===== config.mk =====
export PLATFORM = sky130hd
export DESIGN_NAME = iop_handshake
export DESIGN_NICKNAME = d
export VERILOG_FILES = /design/src/rtl/iop_pkg.sv /design/src/rtl/iop_ctrl.sv /design/src/rtl/iop_dpath.sv /design/src/rtl/iop_handshake.sv
export SDC_FILE = /design/constraint.sdc
export NUM_CORES = 1
export LEC_CHECK = 0
export ABC_AREA = 1
export BUFFER_PORTS_ARGS = -buffer_cell sky130_fd_sc_hd__buf_2
export CAP_MARGIN = 20
export CORE_MARGIN = 4
export CORE_UTILIZATION = 30
export DETAILED_ROUTE_END_ITERATION = 6
export GPL_ROUTABILITY_DRIVEN = 0
export GPL_TIMING_DRIVEN = 0
export HOLD_SLACK_MARGIN = 0.12
export PLACE_DENSITY = 0.63
export RECOVER_POWER = 25
export SETUP_SLACK_MARGIN = 0.5
export SLEW_MARGIN = 10
export SYNTH_ARGS = -nofsm -noshare
export SYNTH_HDL_FRONTEND = slang
export SYNTH_SLANG_ARGS = --single-unit
export TNS_END_PERCENT = 50

===== constraint.sdc =====
create_clock -name clk -period 2.18 [get_ports clk]
set_input_delay 0 -clock clk [delete_from_list [all_inputs] [get_ports clk]]
set_output_delay 0 -clock clk [all_outputs]
set_load 0.02 [all_outputs]

===== src/rtl/iop_pkg.sv =====
package iop_pkg;
  typedef enum logic [1:0] {
    OP_NONE  = 2'd0,
    OP_PROBE = 2'd1,
    OP_LAUNCH = 2'd2,
    OP_REPORT = 2'd3
  } reqOpT;

  localparam int ST_READY    = 0;
  localparam int ST_BUSY     = 1;
  localparam int ST_OVERLOAD = 2;
  localparam int ST_COMPLETE = 3;
  localparam int ST_ERROR    = 4;
  localparam int ST_BITS     = 5;

  typedef struct packed {
    logic snapStatus;
    logic loadAddr;
    logic setOverload;
    logic latchResult;
  } strobeT;
endpackage


===== src/rtl/iop_ctrl.sv =====
module iop_ctrl
  import iop_pkg::*;
(
  input  logic       clk,
  input  logic       rstN,
  input  logic       reqValid,
  input  logic [1:0] reqOp,
  input  logic       mbxGnt,
  input  logic       engDone,
  input  logic       irqAck,
  output logic       reqReady,
  output logic       mbxReq,
  output logic       engStart,
  output logic       running,
  output logic       irq,
  output strobeT     strb
);
  logic accept;
  logic isProbe, isLaunch, isReport;

  assign reqReady = !mbxReq;
  assign accept   = reqValid && reqReady;
  assign isProbe  = accept && (reqOp == OP_PROBE);
  assign isLaunch = accept && (reqOp == OP_LAUNCH);
  assign isReport = accept && (reqOp == OP_REPORT);

  always_comb begin
    strb.snapStatus  = isProbe || isReport;
    strb.loadAddr    = isLaunch && !running;
    strb.setOverload = isLaunch && running;
    strb.latchResult = engDone && running;
  end

  always_ff @(posedge clk) begin
    if (!rstN) begin
      mbxReq   <= 1'b0;
      engStart <= 1'b0;
      running  <= 1'b0;
      irq      <= 1'b0;
    end else begin
      engStart <= strb.loadAddr;

      if (strb.snapStatus)  mbxReq <= 1'b1;
      else if (mbxGnt)      mbxReq <= 1'b0;

      if (strb.loadAddr)         running <= 1'b1;
      else if (strb.latchResult) running <= 1'b0;

      if (strb.latchResult)          irq <= 1'b1;
      else if (isReport || irqAck)   irq <= 1'b0;
    end
  end
endmodule


===== src/rtl/iop_dpath.sv =====
module iop_dpath
  import iop_pkg::*;
#(
  parameter int AW = 16,
  parameter int DW = 32
) (
  input  logic          clk,
  input  logic          rstN,
  input  strobeT        strb,
  input  logic          running,
  input  logic          devReady,
  input  logic          engError,
  input  logic [AW-1:0] reqAddr,
  output logic [DW-1:0] statusQ,
  output logic [AW-1:0] engAddrQ
);
  logic overload, complete, errFlag;
  logic [DW-1:0] snapshot;

  always_comb begin
    snapshot = '0;
    snapshot[ST_READY]    = devReady && !running;
    snapshot[ST_BUSY]     = running;
    snapshot[ST_OVERLOAD] = overload;
    snapshot[ST_COMPLETE] = complete;
    snapshot[ST_ERROR]    = errFlag;
  end

  always_ff @(posedge clk) begin
    if (!rstN) begin
      overload <= 1'b0;
      complete <= 1'b0;
      errFlag  <= 1'b0;
      statusQ  <= '0;
      engAddrQ <= '0;
    end else begin
      if (strb.setOverload)     overload <= 1'b1;
      else if (strb.snapStatus) overload <= 1'b0;

      if (strb.loadAddr) begin
        complete <= 1'b0;
        errFlag  <= 1'b0;
        engAddrQ <= reqAddr;
      end else if (strb.latchResult) begin
        complete <= 1'b1;
        errFlag  <= engError;
      end

      if (strb.snapStatus) statusQ <= snapshot;
    end
  end
endmodule


===== src/rtl/iop_handshake.sv =====
module iop_handshake
  import iop_pkg::*;
#(
  parameter int          AW       = 16,
  parameter int          DW       = 32,
  parameter logic [AW-1:0] MBX_ADDR = 16'h0F00
) (
  input  logic          clk,
  input  logic          rstN,
  input  logic          reqValid,
  input  logic [1:0]    reqOp,
  input  logic [AW-1:0] reqAddr,
  output logic          reqReady,
  input  logic          devReady,
  output logic          mbxReq,
  output logic [AW-1:0] mbxAddr,
  output logic [DW-1:0] mbxData,
  input  logic          mbxGnt,
  output logic          engStart,
  output logic [AW-1:0] engAddr,
  input  logic          engDone,
  input  logic          engError,
  output logic          irq,
  input  logic          irqAck
);
  strobeT strb;
  logic   running;

  iop_ctrl ctrl_i (
    .clk(clk), .rstN(rstN), .reqValid(reqValid), .reqOp(reqOp),
    .mbxGnt(mbxGnt), .engDone(engDone), .irqAck(irqAck),
    .reqReady(reqReady), .mbxReq(mbxReq), .engStart(engStart),
    .running(running), .irq(irq), .strb(strb)
  );

  iop_dpath #(.AW(AW), .DW(DW)) dpath_i (
    .clk(clk), .rstN(rstN), .strb(strb), .running(running),
    .devReady(devReady), .engError(engError), .reqAddr(reqAddr),
    .statusQ(mbxData), .engAddrQ(engAddr)
  );

  assign mbxAddr = MBX_ADDR;
endmodule


# Word level (Yosys, flattened, before mapping)
# Cells that the tools add are included.
# Widths: inputs -> output; s select.
# classes
n_reduce_logical,17
n_mux,8
n_bitwise,1
n_eq_ne,3
# op_table
cell,n
$logic_and 1x1->1,8
$mux 1,8
$reduce_bool 2->1,4
$eq 2x2->1 const B,2
$eq 2x1->1 const B,1
$logic_not 1->1,2
$logic_or 1x1->1,2
$reduce_or 2->1,1
$not 1->1,1
# word_totals
out_inout_bits,68
regBits,28
wordCells,38

# Logic depth before layout (Yosys ltp)
# Gate-level depths: netlist of the first run.
# depth
ltp_word,6
mapped_depth,6

# Modules after synthesis
# From an unflattened synthesis of the first run, not the netlist that was laid out.
# hier_totals
hier_cells,178
area_unflattened_um2,1356.3
# by_module_without_submodules
mod,cells_per_inst,n_inst,area_per_inst_um2,seq_area_each_um2
iop_dpath,132,1,1028.5,480.5
iop_ctrl,28,1,200.2,80.1
iop_handshake,18,1,127.6,0.0

# Worst setup path before layout of the first run
# Ideal clock, no wire load.
# synth_path
path_type,register to register
start,reg ctrl_i.mbxReq
end,reg dpath_i.statusQ[0]
arrival_ns,1.024
path_stages_with_launch,6
required_time_ns,2.060
path_slack_ns,1.036
cell_sequence,dfxtp_1 > inv_2 > nand3_1 > inv_1 > nand2_1 > a21oi_1
# synth_via
elab_chain_cells,4
word_cells_on_any_way,5
classes_between,reduce/logical (5)
# synth_rtl
element,line,text
start: declaration,iop_ctrl.sv:12,"output logic mbxReq,"
start signal: assignment,iop_ctrl.sv:36,mbxReq <= 1'b0;
start signal: assignment,iop_ctrl.sv:43,if (strb.snapStatus) mbxReq <= 1'b1;
start signal: assignment,iop_ctrl.sv:44,else if (mbxGnt) mbxReq <= 1'b0;
$logic_not 1->1 (*),iop_ctrl.sv:21,assign reqReady = !mbxReq;
via reqReady,iop_handshake.sv:13,"output logic reqReady,"
$logic_and 1x1->1 (*),iop_ctrl.sv:22,assign accept = reqValid && reqReady;
"$logic_and 1x1->1, on equally long branches","iop_ctrl.sv:23, iop_ctrl.sv:25",
$logic_or 1x1->1 (*),iop_ctrl.sv:28,strb.snapStatus = isProbe || isReport;
end signal: assignment,iop_dpath.sv:49,if (strb.snapStatus) statusQ <= snapshot;
end: declaration,iop_dpath.sv:14,"output logic [DW-1:0] statusQ,"
# Mark *: on every way through the listed nets, which the timed path passes. The rest lies on a longest branch.
# A chain may end at the register's enable or synchronous reset.

# Worst setup path in the final report of the first run
# layout_path
start,reg ctrl_i.mbxReq
end,reg dpath_i.engAddrQ[15]
# layout_via
elab_chain_cells,4
# layout_rtl
element,line,text
$logic_not 1->1,iop_ctrl.sv:21,
$logic_and 1x1->1,iop_ctrl.sv:22,
$logic_and 1x1->1,iop_ctrl.sv:24,assign isLaunch = accept && (reqOp == OP_LAUNCH);
$logic_and 1x1->1,iop_ctrl.sv:29,strb.loadAddr = isLaunch && !running;
end signal: assignment,iop_dpath.sv:43,engAddrQ <= reqAddr;
end: declaration,iop_dpath.sv:15,output logic [AW-1:0] engAddrQ
# No other way between the ends.

==> results of run 1 <==
## cell usage after synthesis
cell | instances | share of area [%]
dfxtp_1 | 28 | 39
nand2_2 | 1 | 0.44
a21oi_1 | 9 | 3.1
nor2_2 | 1 | 0.44
conb_1 | 2 | 0.52
nor2_1 | 8 | 2.1
buf_4 | 44 | 23
or2_2 | 1 | 0.44
nand3_1 | 18 | 6.3
nand3_4 | 1 | 1.2
nand2_1 | 35 | 9.2
clkinv_1 | 1 | 0.26
buf_6 | 2 | 1.6
o21ai_0 | 1 | 0.35
buf_1 | 1 | 0.26
buf_2 | 4 | 1.4
inv_1 | 7 | 1.8
inv_2 | 2 | 0.52
nor2_4 | 1 | 0.79
nand4_1 | 16 | 7.0
## layout make-up
class | count | area, um2
Multi-Input combinational cell | 135 | 611
Buffer | 51 | 377
Timing Repair Buffer | 75 | 489
Clock buffer | 4 | 55.1
Sequential cell | 28 | 561
Fill cell | 442 | 2280
Inverter | 10 | 37.5
Tap cell | 52 | 65.1
## worst min-delay path by stage
stage	end	slack, ns	depth (start not counted)
final	ctrl_i.mbxReq	0.14	3
after global routing	ctrl_i.mbxReq	0.19	3
after CTS	dpath_i.overload	0.15	3
after detailed placement	dpath_i.engAddrQ[15]	0.24	3
after global placement	dpath_i.engAddrQ[11]	0.24	3
after floorplan	dpath_i.engAddrQ[14]	0.15	2
## routing by layer
metal  up-vias  wire [um]  global-route usage (%)
met4         0         13                    1.60
li1        746          -                       -
met2        58       1720                    22.3
met5         -          0                       0
met1       572       1520                    13.3
met3         2        344                    4.22
## power by group
part	leakage, nW	internal (mW)	switching [mW]
Sequential	0.227	0.526	0.00750
Clock	0.0288	0.162	0.160
Combinational	0.901	0.121	0.160
## metrics by stage
stage | power (mW) | area [um2] | util, %
finish | 1.14 | 2190 | 49.0
floorplan | 0.742 | 1590 | -
detailed placement | 0.795 | 1900 | 42.4
global placement | 0.794 | 1900 | 42.4
global route | 1.19 | 2190 | 49.0
CTS | 1.14 | 2210 | 49.4
## registers in the layout, indices dropped and copies added, names as in the netlist
name              flops
dpath_i.engAddrQ     16
dpath_i.complete      1
ctrl_i.irq            1
dpath_i.overload      1
ctrl_i.running        1
ctrl_i.engStart       1
ctrl_i.mbxReq         1
dpath_i.statusQ       5
dpath_i.errFlag       1
## kinds of logic after synthesis
| group | share of synthesized area, % |
|---|---|
| AO/OA/AOI/OAI | 3.50 |
| buffers and inverters | 28.9 |
| flip-flops | 39.2 |
| other | 0.525 |
| AND/OR/NAND/NOR | 27.9 |
## placed cells by master, fill, tap and decap left out
cell type,count
buf_1,1
nand3_1,18
buf_2,40
conb_1,43
clkinv_1,1
inv_1,7
clkbuf_8,4
inv_2,2
clkbuf_1,13
buf_6,2
nor2_1,8
or2_2,1
nand3_4,1
nand2_1,35
nand2_2,1
dfxtp_1,28
nor2_4,1
nor2_2,1
a21oi_1,9
nand4_1,16
buf_4,44
dlygate4sd3_1,26
o21ai_0,1
## worst max-delay path, stage by stage (launching register included)
cell and delay, ns:
dfxtp_1 0.35, inv_2 0.09, nand2_2 0.07, nor2_4 0.25
nand4_1 0.12, dlygate4sd3_1 0.57, nand2_1 0.06
==> results.txt, run 1 <==
----------------------------------------------------
[Status]
  Status ... finished, final reports clean

[Job]
  Max capacitance violation total ... 0

[Routing]
  Vias ... 1378
  Count of routing violations after the opening detailed-route iteration ... 35
  Wire length per cell ... 10.1 um
  First drt pass iteration count ... 4
  Antenna violation net count after detailed routing ... 0
  DRC Markers ... 0
  Post-detailed-route via-to-cell ratio ... 3.88
  Wirelength, routed ... 3.60 mm

[Clock tree]
  Number of hold buffers added after CTS ... 26
  Sinks on the clock net ... 28
  Insertion delay of the later-clocked pin in the worst-skew pair ... 0.27 ns
  Max clock buf depth ... 2
  Post-CTS repair timing setup buffer count ... 0
  Resize count post-CTS ... 0
  Clock-pin slew on the worst setup and hold paths ... 0.09 ns
  H-tree depth ... 1
  Clock tree from TritonCTS ... yes
  Clock tree root driver cell ... clkbuf_8
  Number of CTS-inserted buffers ... 3

[STA]
  Final hold slack ... 0.144 ns
  Max-slew violation count ... 0
  Share of the cycle needed by the critical path after routing ... 71.3%
  Number of setup violations in the final report ... 0
  Skew final ... 0.00452 ns
  RSZ-0062 raised after global routing ... false
  Worst Slack Setup Final ... 0.625 ns
  Summed negative setup slack over all endpoints ... 0 ns
  Final Hold Fails ... 0
  Top achievable clock speed ... 0.643 GHz
  Fin crit period ... 1.56 ns

[Synth]
  Cells after Synth ... 183
  Synth warn ... 0
  Synth Area per Inst ... 7.82 um2
  Share of synthesized area occupied by flip-flops and latches ... 39.2%
  Count of distinct cell types in the synthesized netlist ... 20
  Yosys reg bits ... 28
  Cell Area, Synth ... 1430 um2

[Critical path]
  Critical register-to-register path endpoint ... dpath_i.engAddrQ[15]
  CP Class ... flip-flop to flip-flop
  Worst reg2reg path depth ... 6
  Startpoint type of the worst setup path ... flip-flop
  Termination of the worst setup path ... dpath_i.engAddrQ[15]
  Reg-to-reg slack, setup ... 0.62 ns
  Maximum fanout along the worst path ... 9
  Crit path DAT ... 1.77 ns
  FF-to-FF Start ... ctrl_i.mbxReq
  Launch point of the worst path ... ctrl_i.mbxReq
  Required time of the critical path ... 2.40 ns
  Critical Path Sink Type ... flip-flop

[Floorplanning]
  Placeable core area ... 4470 um2
  Total number of placement rows ... 24
  Number of placed I/O pins ... 94
  Area enclosed by the die boundary ... 5940 um2
  Die H ... 77.1 um
  Width of the die ... 77.1 um
  Starting Density ... 32.0%

[Place]
  Pre-CTS setup slack ... 0.995 ns
  Number of placed instances, taps included ... 325
  Input/output buffers ... 49
  Placed wire-length estimate after detailed placement ... 2.61 mm

[Final layout]
  Antenna fix cells ... 0
  Synth-to-Final Area Change ... 53.3%
  Filler-free cell count of the finished design ... 355
  Share of cells above drive strength 1 ... 32.0%
  Final net count ... 330

[Pwr]
  Leakage power ... 1.16 nW
  Power per cell area ... 518 nW/um2
  Largest vdd supply drop ... 0.406 mV

[GRT]
  Total routing usage reported by global routing ... 12.0%
  First-pass GRT wire length ... 5.92 mm
  Maximum number of pins on one net before global-route repair ... 16
  Total grt overflow ... 0
  Vias in the first global route ... 1315
  Initial antenna violation count ... 0

[Worst hold path]
  Critical hold path startpoint ... rstN
  Min-Delay Path Class ... input port to flip-flop

----------------------------------------------------
Note: power is estimated with default switching activity, not from simulation.
==> inputs of run 2 (changes only) <==
- PLACE_DENSITY: 0.63 -> 0.66
- clock period: 2.18 -> 1.4 ns (I/O delays scaled with it)
==> run 2 against run 1 <==
Compared with the run above:
- wire length rose by 2.9%
- via count rose by 3.8%
- first-iteration DRC count rose by 31%
- register-to-register slack got worse by 0.25 ns
- die area did not move
- critical endpoint is now dpath_i.engAddrQ[9]
==> results.txt, run 2 (synthesized netlist as in run 1, its figures left out) <==
----------------------------------------------------
[Routing]
  First drt pass iteration count ... 4 (unchanged)
  Antenna violation net count after detailed routing ... 0 (unchanged)
  Count of routing violations after the opening detailed-route iteration ... 46 (+31%)
  Post-detailed-route via-to-cell ratio ... 3.98 (+2.4%)
  Met1 routed wirelength after detailed routing ... 1.57 mm (+3.5%)
  Wire length per cell ... 10.3 um (+1.5%)
  Wirelength, routed ... 3.70 mm (+2.9%)
  Vias ... 1431 (+3.8%)
  Met2 Routed Length ... 1.78 mm (+3.2%)
  Detail Route met3 WL ... 341 um (-0.87%)
  DRC Markers ... 0 (unchanged)
  DR top layer ... met4

[Final layout]
  Synth-to-Final Area Change ... 57.9%
  Largest reg by FF count ... dpath_i.engAddrQ
  Most common library cell in the layout ignoring fill and taps ... buf_4
  Final core utilization ... 50.5% (+1.5 points)
  Final design area excluding fillers ... 2260 um2 (+3.0%)
  Most frequent cells in the layout ... buf_4, conb_1, buf_2
  Largest registers ... dpath_i.engAddrQ x16, dpath_i.statusQ x5
  Number of flip-flops in the largest register ... 16 (unchanged)
  Final net count ... 335 (+1.5%)
  Antenna fix cells ... 0 (unchanged)
  Share of cells above drive strength 1 ... 35.7% (+3.7 points)

[STA]
  Share of the cycle needed by the critical path after routing ... 73.0% (+1.7 points)
  RSZ-0062 raised after global routing ... true
  Final Hold Fails ... 0 (unchanged)
  Max-slew violation count ... 0 (unchanged)
  Skew final ... 0.00702 ns (+0.00250 ns)
  Worst Slack Setup Final ... 0.378 ns (-0.247 ns)
  Summed negative setup slack over all endpoints ... 0 ns (unchanged)
  Top achievable clock speed ... 0.979 GHz (+52%)
  Number of setup violations in the final report ... 0 (unchanged)
  Fin crit period ... 1.02 ns (-0.533 ns)

[Worst hold path]
  End of the worst hold path ... dpath_i.engAddrQ[1]
  Min-Delay Path Class ... input port to flip-flop
  Number of stages on the worst hold path ... 3 (unchanged)
  Critical hold path startpoint ... rstN

[Pwr]
  Leakage power ... 1.21 nW (+4.2%)
  Power per cell area ... 793 nW/um2 (+53%)
  Total power ... 1.79 mW (+58%)
  Largest vdd supply drop ... 0.615 mV (+52%)

[GRT]
  Maximum number of pins on one net before global-route repair ... 16 (unchanged)
  Total grt overflow ... 0 (unchanged)
  Total routing usage reported by global routing ... 13.0% (+1.1 points)
  First-pass GRT wire length ... 6.41 mm (+8.3%)
  Initial antenna violation count ... 0 (unchanged)
  Vias in the first global route ... 1383 (+5.2%)

[Floorplanning]
  Total number of placement rows ... 24 (unchanged)
  Area enclosed by the die boundary ... 5940 um2 (unchanged)
  Number of placed I/O pins ... 94 (unchanged)
  Placeable core area ... 4470 um2 (unchanged)
  Die H ... 77.1 um (unchanged)
  Starting Density ... 32.0% (unchanged)
  Width of the die ... 77.1 um (unchanged)

[Critical path]
  CP Class ... flip-flop to flip-flop
  Startpoint type of the worst setup path ... flip-flop
  FF-to-FF Start ... ctrl_i.mbxReq
  Reg-to-reg slack, setup ... 0.38 ns (-0.25 ns)
  Maximum fanout along the worst path ... 10 (+1)
  Cell Chain, Critical Path ... inv_6 -> nand2_4 -> nor2_4 -> buf_6 -> nand4_1 -> nand2_1
  Crit path DAT ... 1.25 ns (-0.52 ns)
  Slowest cell on the critical path ... dfxtp_4
  Required time of the critical path ... 1.62 ns (-0.78 ns)
  Critical Path Sink Type ... flip-flop
  Critical register-to-register path endpoint ... dpath_i.engAddrQ[9]
  CP peak stage delay ... 0.38 ns (-0.19 ns)
  Worst path buffer plus inverter count ... 2 (unchanged)
  Worst reg2reg path depth ... 6 (unchanged)
  Delay-heaviest family, CP ... simple AND/OR/NAND/NOR gates

[Place]
  Placed wire-length estimate after detailed placement ... 2.62 mm (+0.32%)
  Pre-CTS setup slack ... 0.282 ns (-0.713 ns)
  Placed cell area ... 1920 um2 (+1.4%)
  Input/output buffers ... 49 (unchanged)

[Clock tree]
  Clock-pin slew on the worst setup and hold paths ... 0.10 ns (about the same)
  Insertion delay of the later-clocked pin in the worst-skew pair ... 0.27 ns (about the same)
  Clock tree from TritonCTS ... yes
  Clock tree root driver cell ... clkbuf_8
  Max clock buf depth ... 2 (unchanged)
  Number of CTS-inserted buffers ... 3 (unchanged)
  Sinks on the clock net ... 28 (unchanged)
  Number of hold buffers added after CTS ... 22 (-15%)
  H-tree depth ... 1 (unchanged)

[Job]
  Max capacitance violation total ... 0 (unchanged)

[Status]
  Status ... finished, final reports clean

----------------------------------------------------
[run 2: changes by cell type in the layout (fill, tap and decap cells not counted), sizes merged]
| cell | previous run | this run |
|---|---|---|
| buf | 87 | 96 |
| dlygate4sd3 | 26 | 22 |
[run 2: worst min-delay path, stage by stage]
cell	delay (ns)
buf_2	0.15
nand4_1	0.09
nand2_1	0.04
[run 2: how the worst max path moves through the flow]
stage	start	endpoint	slack (ns)	cells past startpoint
final	ctrl_i.mbxReq	dpath_i.engAddrQ[9]	0.38	6
after global routing	ctrl_i.mbxReq	dpath_i.engAddrQ[7]	0.26	6
after CTS	ctrl_i.mbxReq	dpath_i.engAddrQ[13]	0.35	6
after detailed placement	ctrl_i.running	dpath_i.engAddrQ[13]	0.28	6
after global placement	ctrl_i.running	dpath_i.engAddrQ[12]	0.29	6
after floorplan	ctrl_i.mbxReq	dpath_i.engAddrQ[10]	0.41	6
[run 2: where the power goes]
group	switching (mW)	internal, mW
clock network	0.242	0.252
registers	0.0134	0.819
logic	0.259	0.207
[run 2: per-stage QoR]
stage | std cells | hold WS, ns
2_1_floorplan | 224 | 0.148
3_3_place_gp | 325 | 0.240
3_5_place_dp | 325 | 0.246
4_1_cts | 360 | 0.0390
5_1_grt | 360 | 0.0549
6_report | 360 | 0.0464
[run 2: final cells by class]
class	count	area, um2
well taps	52	65.1
inverters	10	47.5
plain buffers	51	380
fillers	464	2210
repair buffers	80	520
flip-flops and latches	28	566
multi-input cells	135	626
clock buffers	4	55.1
[run 2: layer usage]
| layer | vias up | GRT usage (%) |
|---|---|---|
| li1 | 764 | - |
| met5 | - | 0 |
| met2 | 60 | 22.6 |
| met1 | 605 | 15.9 |
| met3 | 2 | 4.22 |
| met4 | 0 | 2.14 |
[run 2: timing repair]
item                       CTS  global route
setup endpoints to repair   26            29
hold endpoints to repair    22             4
pin swaps                    3             1
gates resized for setup      5             0
setup buffers                8             0
cloned                       1             0
==> inputs of run 3 (changes only) <==
- clock period: 1.4 -> 0.86 ns (I/O delays scaled with it)
==> run 3 against run 2 <==
Compared with the run above:
- the flow now finishes with violations (hold timing, setup timing)
- worst hold slack lost 0.081 ns
- final cell count shrank 3.9%
- wire length grew 2.0%
- count of clock-buffer cells in the layout is the same
- largest power group unchanged
==> results.txt, run 3 (synthesized netlist as in run 1, its figures left out) <==
----------------------------------------------------
[Status]
  Status ... complete, but fails checks
  Violations in the final reports ... hold timing, setup timing

[Final layout]
  Most frequent cells in the layout ... buf_4, conb_1, nand2_1, buf_2, dfxtp_1
  Synth-to-Final Area Change ... 59.5%
  Share of cells above drive strength 1 ... 51.4% (+16 points)
  Number of flip-flops in the largest register ... 16 (unchanged)
  Largest reg by FF count ... dpath_i.engAddrQ
  Filler cell count in the final layout ... 450 (-3.0%)
  Final design area excluding fillers ... 2280 um2 (+1.1%)
  Filler-free cell count of the finished design ... 346 (-3.9%)
  Antenna fix cells ... 0 (unchanged)
  Largest registers ... dpath_i.engAddrQ x16, dpath_i.statusQ x5
  Most common library cell in the layout ignoring fill and taps ... buf_4
  Final core utilization ... 51.0% (+0.53 points)
  Final net count ... 321 (-4.2%)

[STA]
  Skew final ... 0.00375 ns (-0.00327 ns)
  Worst Slack Setup Final ... -0.173 ns (-0.551 ns)
  Slew @ Worst Pin ... 0.507 ns
  Rel. slew slack ... 66.2%
  Final Hold Fails ... 16 (+16)
  Fin crit period ... 1.03 ns (+0.0112 ns)
  Top achievable clock speed ... 0.968 GHz (-1.1%)
  Share of the cycle needed by the critical path after routing ... 120% (+47 points)
  Final hold slack ... -0.0348 ns (-0.0812 ns)
  Summed negative setup slack over all endpoints ... -4.06 ns (-4.06 ns)
  Number of setup violations in the final report ... 29 (+29)
  Max-slew violation count ... 0 (unchanged)
  RSZ-0062 raised after global routing ... true

[Clock tree]
  Sinks on the clock net ... 28 (unchanged)
  Clock tree root driver cell ... clkbuf_8
  Max clock buf depth ... 2 (unchanged)
  Number of CTS-inserted buffers ... 3 (unchanged)
  H-tree depth ... 1 (unchanged)
  Clock-pin slew on the worst setup and hold paths ... 0.09 ns (about the same)
  Insertion delay of the later-clocked pin in the worst-skew pair ... 0.27 ns (about the same)
  Clock tree from TritonCTS ... yes

[Routing]
  DRC Markers ... 0 (unchanged)
  Count of routing violations after the opening detailed-route iteration ... 20 (-57%)
  Antenna violation net count after detailed routing ... 0 (unchanged)
  Vias ... 1400 (-2.2%)
  Wirelength, routed ... 3.78 mm (+2.0%)
  Wire length per cell ... 10.9 um (+6.2%)
  First drt pass iteration count ... 3 (-1)
  Post-detailed-route via-to-cell ratio ... 4.05 (+1.8%)

[Critical path]
  CP Class ... flip-flop to flip-flop
  Cell Chain, Critical Path ... clkinv_4 -> nand2_4 -> nor2_4 -> buf_6 -> nand4_1 -> nand2_1
  Startpoint type of the worst setup path ... flip-flop
  Critical Path Sink Type ... flip-flop
  Crit path DAT ... 1.25 ns (about the same)
  Slowest cell on the critical path ... dfxtp_4
  CP peak stage delay ... 0.38 ns (about the same)
  Required time of the critical path ... 1.07 ns (-0.55 ns)
  Maximum fanout along the worst path ... 6 (-4)

[Pwr]
  Power per cell area ... 1250 nW/um2 (+58%)
  Internal power ... 2.00 mW (+56%)
  Fraction of power consumed by combinational cells ... 27.2% (+1.2 points)
  Leakage power ... 1.21 nW (+0.73%)
  Clock network power share ... 25.1% (-2.4 points)
  Largest vdd supply drop ... 0.937 mV (+52%)
  Switching part of the total power ... 30.0% (+1.3 points)
  Sequential cell fraction of total power ... 47.7% (+1.2 points)
  Net Sw Power ... 0.855 mW (+66%)
  Total power ... 2.85 mW (+59%)

[GRT]
  Total grt overflow ... 0 (unchanged)
  Maximum number of pins on one net before global-route repair ... 16 (unchanged)
  First-pass GRT wire length ... 5.87 mm (-8.4%)
  Vias in the first global route ... 1317 (-4.8%)
  Initial antenna violation count ... 0 (unchanged)
  Total routing usage reported by global routing ... 12.0% (-1.0 points)

[Floorplanning]
  Area enclosed by the die boundary ... 5940 um2 (unchanged)
  Placeable core area ... 4470 um2 (unchanged)
  Die H ... 77.1 um (unchanged)
  Number of placed I/O pins ... 94 (unchanged)
  Width of the die ... 77.1 um (unchanged)
  Total number of placement rows ... 24 (unchanged)
  Starting Density ... 32.0% (unchanged)

[Place]
  Placed wire-length estimate after detailed placement ... 2.63 mm (+0.38%)
  Number of placed instances, taps included ... 325 (unchanged)
  Input/output buffers ... 49 (unchanged)
  Pre-CTS setup slack ... -0.233 ns (-0.515 ns)
  Placed cell area ... 1930 um2 (+0.33%)

[Job]
  Max capacitance violation total ... 0 (unchanged)

[Worst hold path]
  Min-Delay Path Class ... input port to flip-flop

----------------------------------------------------
-- run 3: cell count changes in the layout (fill, tap and decap cells not counted), moves of 8 or more --
cell,before,now
buf_2,40,29
buf_4,51,69
buf_6,4,12
clkbuf_1,13,1
dlygate4sd3_1,22,0
-- run 3: power by group through the flow --
| stage | clock (mW) | combinational [mW] | sequential, mW |
|---|---|---|---|
| floorplan | 0 | 0.469 | 1.43 |
| global placement | 0 | 0.644 | 1.39 |
| detailed placement | 0 | 0.645 | 1.39 |
| CTS | 0.750 | 0.735 | 1.36 |
| global route | 0.814 | 0.841 | 1.37 |
| finish | 0.716 | 0.777 | 1.36 |
-- run 3: critical path: cells and delay by family (launching register included) --
kind | cells | cell delay, ns
buffers and inverters | 2 | 0.21
DFF | 1 | 0.38
and+or+nand+nor | 4 | 0.38
-- run 3: repair_timing --
action / 4_1_cts / 5_1_grt
setup endpoints to repair: 53 / 53
setup buffers: 12 / 2
cloned: 3 / 0
pin swaps: 5 / 9
gates resized for setup: 45 / 21
endpoints found under the hold margin: 22 / 22
-- run 3: final cells by class --
class                           count  area [um2]  share of cell area [%]
Tap cell                           52        65.1                    2.85
Buffer                             51         380                    16.7
Sequential cell                    28         566                    24.8
Timing Repair Buffer               65         447                    19.6
Multi-Input combinational cell    136         728                    31.9
Inverter                           10        52.6                    2.30
Clock buffer                        4        45.0                    1.97
-- run 3: per-layer routing --
metal | part of all wire [%] | track usage (%) | wire length (um)
met5 | 0 | 0 | 0
met1 | 41 | 14.0 | 1550
met4 | 0.29 | 1.60 | 11
met3 | 9.8 | 4.80 | 370
met2 | 49 | 21.0 | 1850
-- run 3: path summary, 6_finish.rpt --
kind	start	end	slack (ns)	cells after the start
max	ctrl_i.mbxReq	dpath_i.engAddrQ[5]	-0.17	6
max reg2reg	ctrl_i.mbxReq	dpath_i.engAddrQ[5]	-0.17	6
min	reqAddr[13]	dpath_i.engAddrQ[13]	-0.03	3
min reg2reg	dpath_i.engAddrQ[0]	dpath_i.engAddrQ[0]	0.46	2
